`config.mk`:
```
export PLATFORM = sky130hd
export DESIGN_NAME = stg_combiner
export DESIGN_NICKNAME = d
export VERILOG_FILES = /design/src/rtl/stg_pkg.sv /design/src/rtl/stg_elig.sv /design/src/rtl/stg_lane.sv /design/src/rtl/stg_combiner.sv
export SDC_FILE = /design/constraint.sdc
export NUM_CORES = 1
export LEC_CHECK = 0
export BUFFER_PORTS_ARGS = -buffer_cell sky130_fd_sc_hd__buf_2
export CORE_MARGIN = 1.5
export CORE_UTILIZATION = 46
export DETAILED_ROUTE_END_ITERATION = 8
export PLACE_DENSITY = 0.86
export SLEW_MARGIN = 30
export SYNTH_ARGS = -nofsm -noshare
export SYNTH_HDL_FRONTEND = slang
export SYNTH_HIERARCHICAL = 1
export SYNTH_SLANG_ARGS = --single-unit
```
`constraint.sdc`:
```
create_clock -name clk -period 3.7 [get_ports clk]
set_clock_uncertainty 0.1 [all_clocks]
set_input_delay 0.555 -clock clk [delete_from_list [all_inputs] [get_ports clk]]
set_output_delay 0.555 -clock clk [all_outputs]
set_load 0.02 [all_outputs]
```
`src/rtl/stg_pkg.sv`:
```
package stg_pkg;
   localparam int BUS_BYTES  = 8;
   localparam int WORD_BYTES = 4;
   localparam int LANE_IDX_W = $clog2(BUS_BYTES);

   typedef struct packed {
      logic [BUS_BYTES-1:0]   be;
      logic [8*BUS_BYTES-1:0] data;
   } lane_t;
endpackage

```
`src/rtl/stg_elig.sv`:
```
module stg_elig
   import stg_pkg::*;
(
   input  logic [1:0] addr_lo,
   input  logic [2:0] size,
   input  logic       wt,
   input  logic       ci,
   input  logic       grd,
   output logic       ok
);
   always_comb begin
      ok = (size == 3'(WORD_BYTES)) && (addr_lo == 2'b00) && !grd && (wt || ci);
   end
endmodule

```
`src/rtl/stg_lane.sv`:
```
module stg_lane
   import stg_pkg::*;
(
   input  logic [2:0]  off,
   input  logic [2:0]  size,
   input  logic [31:0] data,
   input  logic        big_end,
   output lane_t       lane
);
   logic [3:0]  mask4;
   logic [3:0]  sh;
   logic [31:0] dmask;
   logic [63:0] wide;

   always_comb begin
      unique case (size)
         3'd1:    mask4 = 4'b0001;
         3'd2:    mask4 = 4'b0011;
         3'd4:    mask4 = 4'b1111;
         default: mask4 = 4'b0000;
      endcase
      sh    = big_end ? (4'd8 - {1'b0, off} - {1'b0, size}) : {1'b0, off};
      dmask = {{8{mask4[3]}}, {8{mask4[2]}}, {8{mask4[1]}}, {8{mask4[0]}}};
      wide  = {32'b0, data & dmask};
      lane.be   = {4'b0, mask4} << sh;
      lane.data = wide << {sh, 3'b000};
   end
endmodule

```
`src/rtl/stg_combiner.sv`:
```
module stg_combiner
   import stg_pkg::*;
#(
   parameter int AW     = 32,
   parameter int BEAT_W = 2
) (
   input  logic              clk,
   input  logic              rst_n,
   input  logic              gather_en,
   input  logic              big_endian,
   input  logic              hd_valid,
   input  logic [AW-1:0]     hd_addr,
   input  logic [31:0]       hd_data,
   input  logic [2:0]        hd_size,
   input  logic              hd_wt,
   input  logic              hd_ci,
   input  logic              hd_grd,
   input  logic              nx_valid,
   input  logic [AW-1:0]     nx_addr,
   input  logic [31:0]       nx_data,
   input  logic [2:0]        nx_size,
   input  logic              nx_wt,
   input  logic              nx_ci,
   input  logic              nx_grd,
   input  logic              bus_ack,
   output logic              bus_req,
   output logic [AW-1:0]     bus_addr,
   output logic [63:0]       bus_data,
   output logic [7:0]        bus_be,
   output logic [BEAT_W-1:0] bus_beats,
   output logic              hd_pop,
   output logic              nx_pop
);
   localparam int NSLOT = 2;

   if (AW < LANE_IDX_W + 1) begin : g_bad_aw
      $error("stg_combiner: AW too small for doubleword addressing");
   end
   if (BEAT_W < 1) begin : g_bad_beat
      $error("stg_combiner: BEAT_W must be at least 1");
   end

   logic [NSLOT-1:0][AW-1:0] s_addr;
   logic [NSLOT-1:0][31:0]   s_data;
   logic [NSLOT-1:0][2:0]    s_size;
   logic [NSLOT-1:0]         s_wt, s_ci, s_grd, s_ok;
   lane_t                    s_lane [NSLOT];

   assign s_addr = {nx_addr, hd_addr};
   assign s_data = {nx_data, hd_data};
   assign s_size = {nx_size, hd_size};
   assign s_wt   = {nx_wt, hd_wt};
   assign s_ci   = {nx_ci, hd_ci};
   assign s_grd  = {nx_grd, hd_grd};

   for (genvar g = 0; g < NSLOT; g++) begin : g_slot
      stg_elig u_elig (
         .addr_lo (s_addr[g][1:0]),
         .size    (s_size[g]),
         .wt      (s_wt[g]),
         .ci      (s_ci[g]),
         .grd     (s_grd[g]),
         .ok      (s_ok[g])
      );
      stg_lane u_lane (
         .off     (s_addr[g][LANE_IDX_W-1:0]),
         .size    (s_size[g]),
         .data    (s_data[g]),
         .big_end (big_endian),
         .lane    (s_lane[g])
      );
   end

   logic pend_q, held_q;
   logic same_dw, diff_word, pair_live, pair_sel;

   always_comb begin
      same_dw   = hd_addr[AW-1:LANE_IDX_W] == nx_addr[AW-1:LANE_IDX_W];
      diff_word = hd_addr[2] != nx_addr[2];
      pair_live = gather_en && hd_valid && nx_valid && (&s_ok) && same_dw && diff_word;
      pair_sel  = pend_q ? held_q : pair_live;
   end

   always_comb begin
      bus_req   = hd_valid;
      bus_beats = BEAT_W'(1);
      if (pair_sel) begin
         bus_addr = {hd_addr[AW-1:LANE_IDX_W], {LANE_IDX_W{1'b0}}};
         bus_data = s_lane[0].data | s_lane[1].data;
         bus_be   = s_lane[0].be | s_lane[1].be;
      end else begin
         bus_addr = hd_addr;
         bus_data = s_lane[0].data;
         bus_be   = s_lane[0].be;
      end
      hd_pop = hd_valid && bus_ack;
      nx_pop = hd_pop && pair_sel;
   end

   always_ff @(posedge clk or negedge rst_n) begin
      if (!rst_n) begin
         pend_q <= 1'b0;
         held_q <= 1'b0;
      end else begin
         pend_q <= hd_valid && !bus_ack;
         held_q <= pair_sel;
      end
   end
endmodule

```
==> flow_summary.toml <==
[outcome]
outcome = "finished, violations left"
violations = "setup timing"

[power]
power_density_mw_per_mm2 = 186.5
p_leak_nw = 4.406
ir_worst_vdd_v = 0.0001272
power_mw = 1.792

[sta]
timing.hold.ws_ns = 0.01592
drv_slew = 0
setup_violations = 72
setup_ws_ns = -0.2455
tightest_slew_ns = 0.8613
max_freq_mhz = 253.5
rsz0062_at_grt = "true"
finalCritPeriodShare_pct = 106.6
min_period_ns = 3.945
hold_viol = 0
slew_headroom_pct = 42.58

[worst_setup_path]
reg2reg_depth = 7
arrival_ns = 3.29
crit_path_start_kind = "primary input"
r2r_start = "pend_q"
cp_top_family = "compound AO/OA/AOI/OAI gates"
critical_path.cell_chain = "buf_2 -> ha_1 -> inv_1 -> ha_2 -> fa_2 -> nand2b_4 -> o22ai_4 -> nand2_1 -> buf_4 -> o22ai_1 -> a21oi_1 -> a21bo_1 -> buf_6"
ff2ff_setup_slack_ns = 1.88
crit_slowest_cell = "fa_2"
setup.worst_path.class = "in2out"
path_buf_inv = 4
slowest_delay_ns = 0.49
critPathRequiredTime_ns = 3.04
critPathMaxFanout = 8
crit-reg2reg-capture = "held_q"
cp-end-kind = "output port"

[global_routing]
grt_pass1_wl_mm = 44.90
grt_pass1_vias = 8500
grt.total_usage_pct = 38.82
grt_max_degree = 42
antenna_found_initial = 1
grt_overflow = 0

[die]
initial_core_util_pct = 47.47
die_h_um = 120.4
row_count = 42
die_w_um = 120.4
ios = 256
core_area_sq_mm = 0.01335
dieArea_sq_mm = 0.01449

[synth]
syn-num-nets = 1043
synth_common_cells = "a21oi_1 (112), nand2_1 (54), nor2_1 (46), a21bo_2 (42), buf_4 (42)"
syn_area_sq_mm = 0.006336
ys_ff_latch = 2
ys_top_cells_by_area = "a21oi_1 (8.8%), a21bo_2 (6.6%), buf_4 (5.0%)"
synth_top_cell_by_area = "a21oi_1"
postSynthCellCount = 886
async_flop_share_pct = 100.0
synth-edff-count = 0
synth_flop_cell = "dfrtp_1"
syn-mean-instance-area_sq_um = 7.151
yosys_warnings = 6
yosysMostFrequentCell = "a21oi_1"
synth_top_area_share_pct = 8.847
yosysUniqueCellTypes = 67
seq_area_frac_synth_pct = 0.7899

[routing]
vias_per_cell = 6.608
dr.pass1.iters = 9
detail-route-antenna-nets = 0
drt_iter0_markers = 1077
wire_per_inst_um = 21.88
vias = 9178
wirelength_mm = 30.39
drc = 0

[placement]
place.gp.congestion = 1.105
io_buffers = 253
dpl_cell_area_sq_mm = 0.008494
hpwl_mm = 22.70

[clock_network]
path_clk_slew_ns = 0.03
cts_buffers = 3
clk-insertion-delay-late_ns = 0.22
cts_tree = "built"
clock-root-buffer = "clkbuf_16"
cts_sinks = 2
ctsHtreeMaxLevel = 1
clockBufferDepth = 2

[finish]
syn_to_final_growth_pct = 51.64
nets = 1371
nFillCells = 1036
final_area_sq_mm = 0.009608
drive_gt1_share_pct = 49.01
seq_area_sq_um = 50.05
multi_input_area_sq_mm = 0.005986

[min_path]
hold_class = "in2async"

[flow_run]
maxCapViolations = 0
==> per-stage QoR <==
| step | worst slack, ns | util (%) | instances | setup TNS [ns] |
|---|---|---|---|---|
| 6_report | -0.2455 | 71.98 | 1389 | -3.857 |
| 5_1_grt | -0.3535 | 71.98 | 1389 | -11.24 |
| 4_1_cts | -0.2307 | 69.62 | 1385 | -11.33 |
| 3_5_place_dp | -0.3986 | 63.64 | 1377 | -24.36 |
| 3_3_place_gp | -0.3604 | 63.64 | 1377 | -21.79 |
| 2_1_floorplan | -0.02394 | - | 886 | -0.2681 |
==> layer usage <==
metal | part of all wire, % | vias up | routed length [um] | GRT usage, %
li1 | - | 4002 | - | -
met4 | 6.5 | 0 | 1974 | 20.15
met2 | 46 | 818 | 14120 | 66.76
met3 | 12 | 188 | 3717 | 6.651
met1 | 35 | 4170 | 10570 | 46.11
met5 | 0 | - | 0 | 0
==> logic make-up after synthesis <==
group,share of synthesized area [%]
other cells,0.1185
simple gates,27.98
flops,0.7899
compound gates,40.52
xor+xnor,5.766
mux,10.66
fa+ha+maj,2.528
buf+inv,11.63
==> worst max path at each step <==
stage | start | to | slack, ns | cells past startpoint
2_1_floorplan | nx_size[0] | bus_data[5] | -0.02 | 12
3_3_place_gp | hd_addr[1] | bus_data[11] | -0.36 | 13
3_5_place_dp | hd_addr[1] | bus_data[11] | -0.40 | 13
4_1_cts | hd_addr[1] | bus_data[50] | -0.23 | 13
5_1_grt | nx_size[1] | bus_data[26] | -0.35 | 14
6_report | nx_size[1] | bus_data[42] | -0.25 | 13
==> layout by cell type (no fill, tap or decap), types with 12 or more instances in the layout <==
cell type | Yosys | routed
a22oi_1 | 16 | 16
a31oi_1 | 36 | 36
mux2_2 | 24 | 24
nand3_1 | 30 | 30
o211ai_1 | 12 | 12
a21bo_4 | 0 | 27
xnor2_1 | 17 | 17
nor3_2 | 2 | 12
nor2_1 | 46 | 46
a21oi_1 | 112 | 108
o22ai_1 | 22 | 19
a21bo_1 | 30 | 25
buf_2 | 26 | 176
xor2_1 | 21 | 21
buf_4 | 42 | 152
inv_1 | 14 | 14
nand3b_1 | 26 | 26
and3_1 | 28 | 27
a21bo_2 | 42 | 20
buf_6 | 12 | 83
mux2_4 | 12 | 12
and2_1 | 18 | 16
nand4_1 | 17 | 17
nand2_1 | 54 | 51
nor3_1 | 38 | 27
o21ai_0 | 26 | 26
a221oi_2 | 12 | 14
mux2i_1 | 18 | 16
==> power by group <==
group	total [mW]	internal [mW]	switching (mW)	leakage, nW
Combinational	1.61	0.724	0.883	4.34
Sequential	0.0229	0.0226	0.000279	0.0269
Clock	0.163	0.138	0.0251	0.0370
==> layout make-up <==
type | count | share of cell area, %
multi-input combinational | 769 | 62.30
clock buffer | 3 | 0.7814
timing repair buffer | 424 | 33.53
tap | 176 | 2.292
antenna | 1 | 0.02605
inverter | 14 | 0.5469
sequential | 2 | 0.5209
==> registers in the layout (all words and copies together) (netlist names) <==
register / flops
held_q: 1
pend_q: 1
==> what timing repair did <==
item | in CTS | in global routing
pin swaps | 35 | 12
hold buffers | 0 | 0
resized for setup | 183 | 54
buffers inserted | 4 | 3
setup endpoints to repair | 76 | 76
cloned | 1 | 1
No activity file was read; power rests on OpenSTA's default activity.
